### src/rtl/solinas_reducer_pkg.sv
// Package: width bookkeeping for the fold pipeline.
// Assumes MOD_Z >= 1 and MOD_Y >= MOD_Z + 2, so that the widths shrink
// strictly until they reach MOD_Y + 1.
package solinas_reducer_pkg;

    // Width of the value after one fold of a w-bit operand.
    function automatic int fold_width(input int w, input int y, input int z);
        int hw;
        hw = w - y;
        return ((y > hw + z) ? y : hw + z) + 1;
    endfunction

    // Number of folds needed: shrink to y+1 bits, then one more fold to
    // bring the value below 2q.
    function automatic int fold_count(input int in_w, input int y, input int z);
        int w;
        int n;
        w = in_w;
        n = 0;
        while (w > y + 1) begin
            w = fold_width(w, y, z);
            n++;
        end
        return n + 1;
    endfunction

    // Operand width entering fold number k (k = 0 is the raw input).
    function automatic int width_at(input int k, input int in_w, input int y, input int z);
        int w;
        w = in_w;
        for (int i = 0; i < k; i++) begin
            w = fold_width(w, y, z);
        end
        return w;
    endfunction

endpackage

### src/rtl/srd_fold_step.sv
// Module: one combinational fold, x = H*2^Y + L -> L + H*2^Z - H.
// Assumes WO = max(Y, WI-Y+Z)+1, so the sum cannot wrap. Because
// H*2^Z >= H, the result is never negative.
module srd_fold_step #(
    parameter int WI = 128,
    parameter int WO = 97,
    parameter int Y  = 64,
    parameter int Z  = 32
) (
    input  logic [WI-1:0] x_i,
    output logic [WO-1:0] y_o
);
    logic [WO-1:0] lo_ext;
    logic [WO-1:0] hi_ext;

    // Split the operand and rebuild it with 2^Y replaced by 2^Z - 1.
    always_comb begin
        lo_ext = WO'(x_i[Y-1:0]);
        hi_ext = WO'(x_i[WI-1:Y]);
        y_o    = lo_ext + (hi_ext << Z) - hi_ext;
    end
endmodule

### src/rtl/srd_pipe_reg.sv
// Module: pipeline register with a valid bit. Data loads only with valid,
// so idle cycles leave the held value unchanged.
module srd_pipe_reg #(
    parameter int W = 64
) (
    input  logic         clk,
    input  logic         rst_n,
    input  logic         v_i,
    input  logic [W-1:0] d_i,
    output logic         v_o,
    output logic [W-1:0] d_o
);
    // Advance the valid flag every cycle; capture data on valid cycles only.
    always_ff @(posedge clk) begin
        if (!rst_n) begin
            v_o <= 1'b0;
            d_o <= '0;
        end else begin
            v_o <= v_i;
            if (v_i) begin
                d_o <= d_i;
            end
        end
    end
endmodule

### src/rtl/srd_final_sub.sv
// Module: final conditional subtraction of q.
// Assumes the input is below 2q, which the last fold guarantees.
module srd_final_sub #(
    parameter int Y = 64,
    parameter int Z = 32
) (
    input  logic [Y:0]   v_i,
    output logic [Y-1:0] r_o
);
    localparam logic [Y:0] MODQ =
        ((Y+1)'(1) << Y) - ((Y+1)'(1) << Z) + (Y+1)'(1);

    logic [Y+1:0] diff;
    logic         borrow;

    // Subtract q; keep the original value if the subtraction borrows.
    always_comb begin
        diff   = {1'b0, v_i} - {1'b0, MODQ};
        borrow = diff[Y+1];
        r_o    = Y'(borrow ? v_i : diff[Y:0]);
    end
endmodule

### src/rtl/solinas_reducer.sv
// Top: reduces an IN_W-bit operand modulo q = 2^MOD_Y - 2^MOD_Z + 1.
// A chain of registered folds ends in a registered conditional subtract.
// Assumes MOD_Z >= 1, MOD_Y >= MOD_Z + 2, IN_W > MOD_Y.
// Accepts one operand per cycle. Latency is fold_count + 1 cycles.
module solinas_reducer
    import solinas_reducer_pkg::*;
#(
    parameter int IN_W  = 128,
    parameter int MOD_Y = 64,
    parameter int MOD_Z = 32
) (
    input  logic              clk,
    input  logic              rst_n,
    input  logic              in_valid,
    input  logic [IN_W-1:0]   in_data,
    output logic              out_valid,
    output logic [MOD_Y-1:0]  out_data
);
    localparam int NFOLD = fold_count(IN_W, MOD_Y, MOD_Z);

    // One registered fold per generate block; each stage reads the one before it.
    for (genvar gi = 0; gi < NFOLD; gi++) begin : g_fold
        localparam int WI = width_at(gi, IN_W, MOD_Y, MOD_Z);
        localparam int WO = width_at(gi + 1, IN_W, MOD_Y, MOD_Z);

        logic [WI-1:0] src_d;
        logic          src_v;
        logic [WO-1:0] folded;
        logic [WO-1:0] held;
        logic          held_v;

        if (gi == 0) begin : g_head
            assign src_d = in_data;
            assign src_v = in_valid;
        end else begin : g_link
            assign src_d = g_fold[gi-1].held;
            assign src_v = g_fold[gi-1].held_v;
        end

        srd_fold_step #(.WI(WI), .WO(WO), .Y(MOD_Y), .Z(MOD_Z)) u_fold (
            .x_i (src_d),
            .y_o (folded)
        );

        srd_pipe_reg #(.W(WO)) u_reg (
            .clk   (clk),
            .rst_n (rst_n),
            .v_i   (src_v),
            .d_i   (folded),
            .v_o   (held_v),
            .d_o   (held)
        );
    end

    logic [MOD_Y-1:0] residue;

    srd_final_sub #(.Y(MOD_Y), .Z(MOD_Z)) u_final (
        .v_i (g_fold[NFOLD-1].held),
        .r_o (residue)
    );

    srd_pipe_reg #(.W(MOD_Y)) u_out (
        .clk   (clk),
        .rst_n (rst_n),
        .v_i   (g_fold[NFOLD-1].held_v),
        .d_i   (residue),
        .v_o   (out_valid),
        .d_o   (out_data)
    );
endmodule

### config.mk
export PLATFORM = sky130hd
export DESIGN_NAME = solinas_reducer
export DESIGN_NICKNAME = d
export VERILOG_FILES = /design/src/rtl/solinas_reducer_pkg.sv /design/src/rtl/srd_fold_step.sv /design/src/rtl/srd_pipe_reg.sv /design/src/rtl/srd_final_sub.sv /design/src/rtl/solinas_reducer.sv
export SDC_FILE = /design/constraint.sdc
export NUM_CORES = 1
export LEC_CHECK = 0
export ABC_AREA = 0
export BUFFER_PORTS_ARGS = -buffer_cell sky130_fd_sc_hd__buf_2
export CAP_MARGIN = 20
export CORE_ASPECT_RATIO = 1.2
export CORE_MARGIN = 2
export CORE_UTILIZATION = 55
export CTS_CLUSTER_DIAMETER = 120
export DETAILED_ROUTE_END_ITERATION = 16
export GPL_ROUTABILITY_DRIVEN = 0
export PLACE_DENSITY_LB_ADDON = 0.08
export SYNTH_ARGS = -nofsm -noshare
export SYNTH_HDL_FRONTEND = slang
export SYNTH_SLANG_ARGS = --single-unit
### constraint.sdc
create_clock -name clk -period 12.6 [get_ports clk]
set_clock_uncertainty 0.2 [all_clocks]
set_input_delay 1.89 -clock clk [delete_from_list [all_inputs] [get_ports clk]]
set_output_delay 1.89 -clock clk [all_outputs]
set_load 0.01 [all_outputs]
### Word level (Yosys, flattened, before mapping)

Cells that the tools add are included.

| operators by class | value |
|---|---|
| muxes and demuxes | 1 |
| add/sub/neg operators | 9 |

Operators with widths:

| cell | count |
|---|---|
| $add 64x96->97 | 1 |
| $sub 97x64->97 | 1 |
| $add 64x65->66 | 1 |
| $sub 65x64->66 const B | 1 |
| $sub 66x33->66 | 1 |
| $add 64x33->65 | 1 |
| $add 64x34->65 | 1 |
| $sub 65x1->65 | 1 |
| $sub 65x2->65 | 1 |
| $mux 64 | 1 |

| word-level totals | value |
|---|---|
| output and inout port bits | 65 |
| register bits after elaboration | 362 |
| logic and storage cells | 20 |

### Logic depth before layout (Yosys ltp)

Gate-level depths: netlist of run 1.

| logic depth | value |
|---|---|
| depth after elaboration | 2 |
| depth in mapped cells | 16 |
| gate-level depth less buffers | 16 |

### Hierarchy

From an unflattened synthesis of run 1, not the netlist that was laid out.

| unflattened totals | value |
|---|---|
| cells, all modules | 4543 |
| area total of the unflattened synthesis | 36617.6 um2 |

Modules (own cells, without submodules):

| module | times used | cells an instance | area each (um2) |
|---|---|---|---|
| srd_fold_step at g_fold[0].u_fold | 1 | 1150 | 7708.6 |
| srd_fold_step at g_fold[1].u_fold | 1 | 739 | 5092.4 |
| srd_pipe_reg at g_fold[2].u_reg ... | 2 | 212 | 2534.9 |
| srd_fold_step at g_fold[2].u_fold | 1 | 625 | 4400.5 |
| srd_fold_step at g_fold[3].u_fold | 1 | 644 | 4162.7 |
| srd_pipe_reg at g_fold[0].u_reg | 1 | 314 | 3687.3 |
| srd_pipe_reg at g_fold[1].u_reg | 1 | 215 | 2553.7 |
| srd_pipe_reg at u_out | 1 | 208 | 2489.9 |
| srd_final_sub | 1 | 224 | 1452.6 |

### Least setup slack after synthesis of run 1

Ideal clock, no wire load.

| timing | value |
|---|---|
| path type | input -> register |
| from | in in_data[65] |
| to | reg g_fold[0].u_reg.d_o[93] |
| stages on the path | 15 |
| required time | 12.271 ns |
| path slack | 7.289 ns |
| buffers on the path | 0 |
| library setup time | 0.129 ns |
| data arrival time | 4.982 ns |
| cells stage by stage | inv_1 -> ha_1 -> ha_1 -> fa_1 -> a211oi_2 -> o21ai_2 -> a31oi_4 -> o211ai_2 -> a221o_1 -> a21boi_2 -> o21ai_1 -> a221o_1 -> a31oi_1 -> xor2_1 -> o21ai_0 |

| on the way | value |
|---|---|
| word-level cells in the longest chain between the ends | 2 |

RTL lines:

| element | RTL line | source |
|---|---|---|
| from (decl) | solinas_reducer.sv:15 | `input logic [IN_W-1:0] in_data,` |
| $add 64x96->97 | srd_fold_step.sv:20 | `y_o = lo_ext + (hi_ext << Z) - hi_ext;` |
| $sub 97x64->97 (*) | srd_fold_step.sv:20 |  |
| to (signal assigned) | srd_pipe_reg.sv:21 | `d_o <= d_i;` |
| to (decl) | srd_pipe_reg.sv:11 | `output logic [W-1:0] d_o` |

Every way passes the cells marked *; elsewhere a longest branch is shown, timed or not.
A chain may end at the register's enable or synchronous reset.

### Final worst setup path of run 1

| timing | value |
|---|---|
| from | in in_data[65] |
| to | reg g_fold[0].u_reg.d_o[91] |

The elaborated chain is that of the path after synthesis.

==> flow_summary.yaml, run 1 <==
die:
  dieWidth_um: 231
  chipHeight_um: 276
  initial_core_util_pct: 55.7
  die-area_mm2: 0.0637
  io_pins: 196
  core_area_mm2: 0.0609
  num_rows: 99
layout:
  nNetsFinal: 5110
  fill_cells: 5862
  final_layout_size_suffix_gt1_share_pct: 7.46
  layoutNonFillerInstCount: 5391
  area_growth_pct: 7.61
  antenna_cells: 0
worst_setup_path:
  r2r-end: "g_fold[1].u_reg.d_o[61]"
  cp_data_required_time_ns: 12.90
  ff2ff_setup_slack_ns: 7.93
  cp_cell_sequence: "buf_2 -> inv_1 -> fa_1 -> inv_1 -> ha_1 -> and4_1 -> and2_1 -> nand3_1 -> o32ai_1 -> a22o_1 -> a21o_1 -> a31oi_2 -> o31ai_2 -> a21oi_1 -> or4_1 -> a31oi_1"
  reg2reg_depth: 13
  crit_path_max_fanout: 9
  max_stage_delay_ns: 0.68
  startpoint_type: "input pin"
  cp.arrival_ns: 5.93
  cp_top_family: "compound AO/OA/AOI/OAI gates"
  crit_path_frequent_cell: "inv_1"
  rr_startpoint: "g_fold[0].u_reg.d_o[82]"
  crit_type: "in -> reg"
  crit_start: "in_data[65]"
  critPathBufInv: 3
  end_kind: "flip-flop"
  slowest_stage: "o32ai_1"
placement:
  portBuffers: 195
  dp_hpwl_um: 78400
  place_ws_ns: 6.45
  dp.cells: 5321
min_path:
  hold_class: "reg -> reg"
  min_from: "g_fold[0].u_reg.d_o[85]"
  whs_endpoint: "g_fold[0].u_reg.d_o[85]"
  min_path_cells: 2
clock_tree:
  clock_sink_count: 362
  clockBufferDepth: 3
  cts_setup_buffers: 0
  htree_levels: 2
  cts_tree: "done"
  clk_latency_ns: 0.57
  cts-resized-gates: 0
  cts-root-buf: "clkbuf_16"
  clk_pin_slew_ns: 0.06
  ctsHoldBuffers: 0
  cts_buffers: 39
run:
  maxCapViolations: 0
timing:
  setup_ws_ns: 6.97
  fin_hold_ws_ns: 0.247
  layout_min_cycle_time_ns: 5.63
  slew_violations: 0
  setup_violations: 0
  setup_tns_ns: 0
  min_period_over_period_pct: 44.7
  finalHoldViolations: 0
  worst_slew_pin_slew_ns: 1.16
  rsz0062_at_grt: "no"
  relSlewSlack_pct: 21.9
  max_freq_mhz: 177
drt:
  drc: 0
  via_count: 31221
  first_pass_iters: 7
  initialDrtViolationCount: 2489
  detail-route-antenna-nets: 0
  wl_per_cell_um: 17.9
  wl_um: 96700
  vias_per_cell: 5.79
global_route:
  antenna_found_initial: 0
  grt_max_degree: 105
  grt-ovfl-total: 0
  grt_pass1_wl_um: 154000
  track_usage_pct: 29.5
  grt_pass1_vias: 29587
power:
  power_density_mw_per_mm2: 217
  peakVddDrop_mv: 0.111
  leakage_nw: 17.0
logic_synthesis:
  synth_warnings: 0
  synth_flop_cell: "dfxtp_1"
  synth_enable_flop_cells: 0
  async_flop_share_pct: 0
  synth.distinct_cells: 102
  synthesis.nets: 5086
  yosysSeqAreaShare_pct: 21.4
  synth_area_per_cell_um2: 7.49
  synth-seq-cells: 362
  syn_inst: 4531
  synth_area_mm2: 0.0339
outcome:
  status: "finished, final reports clean"
## cell families after synthesis
kind of cell               after synthesis  synth area share (%)
AOI/OAI and AO/OA                     1351                  25.1
xor gates and xnor gates               297                  7.67
adders and majority gates              424                  16.5
buffers and inverters                  763                  8.59
DFF                                    362                  21.4
muxes                                  140                  4.15
and+or+nand+nor                       1194                  16.7
## where the power goes
| group | leakage, nW | internal [mW] | switching [mW] |
|---|---|---|---|
| combinational | 13.4 | 2.13 | 3.10 |
| clock | 0.664 | 0.738 | 0.470 |
| sequential | 2.96 | 1.32 | 0.142 |
| total | 17.0 | 4.19 | 3.71 |
## sequential cells by signal, indices dropped and copies added (netlist names)
signal            cells
g_fold.u_reg.v_o      4
g_fold.u_reg.d_o    293
u_out.v_o             1
u_out.d_o            64
## cell type report
type	instances	area, um^2	share of cell area [%]
Multi-Input combinational cell	3406	23800	65.1
Sequential cell	362	7250	19.9
Inverter	533	2010	5.49
Clock buffer	56	1150	3.16
Timing Repair Buffer	213	1110	3.05
Tap cell	808	1010	2.77
Clock inverter	13	196	0.538
## how the worst max path moves through the flow
stage,cells past startpoint,slack (ns),end
finish,16,6.97,g_fold[0].u_reg.d_o[91]
floorplan,15,7.29,g_fold[0].u_reg.d_o[93]
global route,16,6.79,g_fold[0].u_reg.d_o[91]
global placement,16,6.57,g_fold[0].u_reg.d_o[91]
CTS,16,7.04,g_fold[0].u_reg.d_o[91]
detailed placement,16,6.45,g_fold[0].u_reg.d_o[91]
## cell usage after synthesis, types with 28 or more instances
cell | number | area, um^2
nand2_1 | 330 | 1240
o21bai_1 | 71 | 533
a211oi_1 | 49 | 368
xor2_1 | 102 | 893
xnor2_1 | 195 | 1710
o21a_1 | 35 | 263
nor2_1 | 393 | 1480
ha_1 | 387 | 4840
and3_1 | 28 | 175
o21ai_0 | 305 | 1530
nor3_1 | 62 | 310
fa_1 | 37 | 741
clkbuf_1 | 189 | 709
a21oi_1 | 435 | 2180
nand3_1 | 91 | 455
a21o_1 | 186 | 1400
a31oi_1 | 40 | 250
dfxtp_1 | 362 | 7250
mux2i_1 | 136 | 1360
inv_1 | 532 | 2000
o31ai_1 | 31 | 233
nand4_1 | 118 | 738
## placed cells by master (no fill, tap or decap), types with 102 or more instances in the layout
cell type  netlist  final
xor2_1         102    102
mux2i_1        136    136
a21oi_1        435    435
nand4_1        118    118
nand2_1        330    330
nor2_1         393    392
ha_1           387    387
xnor2_1        195    195
inv_1          532    532
buf_2           25    194
a21o_1         186    186
dfxtp_1        362    358
o21ai_0        305    305
## metal layers
metal	global-route usage, %	share of wire, %
met5	0	0
met3	2.93	4.4
met2	51.6	47
met1	34.4	41
met4	18.8	7.2
## per-stage QoR
| step | util, % | total power [mW] | cell area (um^2) |
|---|---|---|---|
| final | 59.9 | 7.90 | 36500 |
| after global routing | 59.9 | 8.58 | 36500 |
| after CTS | 59.9 | 7.85 | 36500 |
| after detailed placement | 57.7 | 6.61 | 35100 |
| after global placement | 57.7 | 6.58 | 35100 |
| after floorplan | - | 5.48 | 33900 |
## worst register-to-register path, delay by kind of cell (launching register included)
kind / cells / cell delay (ns)
multiplexers: 1 / 0.42
adder cells (fa/ha/maj): 2 / 0.69
buffers and inverters: 1 / 0.24
flip-flops: 1 / 0.32
AO/OA/AOI/OAI: 5 / 1.61
AND/OR/NAND/NOR: 4 / 1.11
Note: power is estimated with default switching activity, not from simulation.
==> run 2: changes to the inputs <==
==> constraint.sdc (replaced) <==
create_clock -name clk -period 5.76 [get_ports clk]
set_clock_uncertainty 0.2 [all_clocks]
set_input_delay 0.864 -clock clk [delete_from_list [all_inputs] [get_ports clk]]
set_output_delay 0.864 -clock clk [all_outputs]
set_load 0.01 [all_outputs]
==> flow_summary.yaml, run 2 (synthesis gave the netlist of run 1 again) <==
outcome:
  status: "finished, final reports clean"
worst_setup_path:
  crit_path_max_fanout: 5
  startpoint_type: "flip-flop"
  crit_type: "reg -> reg"
  cp_data_required_time_ns: 6.02
  end_kind: "flip-flop"
  cp.arrival_ns: 4.99
drt:
  vias_per_cell: 5.80
  wl_um: 97300
  via_count: 31259
  wl_per_cell_um: 18.0
  initialDrtViolationCount: 2202
  first_pass_iters: 8
  detail-route-antenna-nets: 0
  drc: 0
layout:
  regMostFlops: "g_fold.u_reg.d_o"
  antenna_cells: 0
  layout_common_cells: "532 x inv_1, 435 x a21oi_1, 392 x nor2_1"
  final_common_cell: "inv_1"
  nNetsFinal: 5110
  fill_cells: 5950
  area_growth_pct: 7.61
  design_area_mm2: 0.0365
  top_regs: "g_fold.u_reg.d_o (293), u_out.d_o (64), g_fold.u_reg.v_o (4)"
  largest_reg_flops: 293
  final_layout_size_suffix_gt1_share_pct: 7.55
timing:
  setup_violations: 0
  rsz0062_at_grt: "no"
  relSlewSlack_pct: 33.3
  layout_min_cycle_time_ns: 4.74
  max_freq_mhz: 211
  finalHoldViolations: 0
  setup_tns_ns: 0
  worst_slew_pin_slew_ns: 1.00
  min_period_over_period_pct: 82.3
  slew_violations: 0
  setup_ws_ns: 1.02
die:
  num_rows: 99
  io_pins: 196
  core_area_mm2: 0.0609
  initial_core_util_pct: 55.7
  chipHeight_um: 276
  die-area_mm2: 0.0637
  dieWidth_um: 231
global_route:
  grt-ovfl-total: 0
  grt_pass1_wl_um: 155000
  grt_max_degree: 99
  grt_pass1_vias: 29717
  antenna_found_initial: 1
  track_usage_pct: 29.7
clock_tree:
  clk_latency_ns: 0.55
  htree_levels: 2
  ctsHoldBuffers: 0
  cts_setup_buffers: 0
  cts_buffers: 37
  cts-resized-gates: 0
  clock_sink_count: 362
  cts_tree: "done"
  cts-root-buf: "clkbuf_16"
  clk_pin_slew_ns: 0.06
  clockBufferDepth: 3
placement:
  place_ws_ns: 0.717
  dp_hpwl_um: 79200
  portBuffers: 195
  post_dp_cell_area_mm2: 0.0352
power:
  leakage_nw: 17.0
  peakVddDrop_mv: 0.265
  power_density_mw_per_mm2: 473
run:
  maxCapViolations: 0
min_path:
  hold_class: "reg -> reg"
run 2: changes by cell type in the layout (fill, tap and decap cells not counted), sizes merged:
cell	change
clkinvlp	+1
clkinv	-1
clkbuf	-3
inv	+2
buf	+2
run 2: through the flow:
| stage | power (mW) | util, % | hold WS [ns] | instances |
|---|---|---|---|---|
| after floorplan | 12.0 | - | 0.225 | 4531 |
| after global placement | 14.4 | 57.7 | 0.235 | 5323 |
| after detailed placement | 14.5 | 57.7 | 0.242 | 5323 |
| after CTS | 17.2 | 59.9 | 0.251 | 5391 |
| after global routing | 18.7 | 59.9 | 0.267 | 5392 |
| final | 17.3 | 59.9 | 0.249 | 5392 |
run 2: path summary, 6_finish.rpt:
path / from / endpoint / slack, ns / cells past startpoint
max: g_fold[0].u_reg.d_o[82] / g_fold[1].u_reg.d_o[61] / 1.02 / 14
max reg2reg: g_fold[0].u_reg.d_o[82] / g_fold[1].u_reg.d_o[61] / 1.02 / 14
min reg2reg: g_fold[0].u_reg.d_o[85] / g_fold[0].u_reg.d_o[85] / 0.25 / 2
min: g_fold[0].u_reg.d_o[85] / g_fold[0].u_reg.d_o[85] / 0.25 / 2
run 2: critical path, stage by stage, from the launching register on:
cell and delay (ns):
dfxtp_1 0.31, inv_1 0.26, ha_1 0.31, ha_1 0.39, nand2_1 0.14, or3_1 0.46, nor4_1 0.30, a211oi_1 0.12
buf_4 0.17, a2111oi_2 0.58, o21ai_1 0.20, and2_1 0.21, o31ai_1 0.51, mux2_2 0.41, o31ai_1 0.07
run 2: cell type report:
type,instances,area [um^2],share of cell area (%)
clock buffers,53,1120,3.06
clock inverters,15,220,0.603
inverters,533,2010,5.49
multi-input cells,3406,23800,65.1
flip-flops and latches,362,7250,19.9
well taps,808,1010,2.77
repair buffers,215,1130,3.09
run 2: report_power, final:
group,leakage (nW),internal (mW),switching (mW)
sequential,2.96,2.89,0.315
clock,0.656,1.59,1.03
combinational,13.4,4.67,6.78
total,17.0,9.15,8.13
run 2: metal layers:
layer	vias up	track usage, %	wire length, um
met1	14031	34.2	39700
met2	995	51.8	45600
li1	15892	-	-
met3	339	2.96	4280
met5	-	0	13
met4	2	20.3	7710
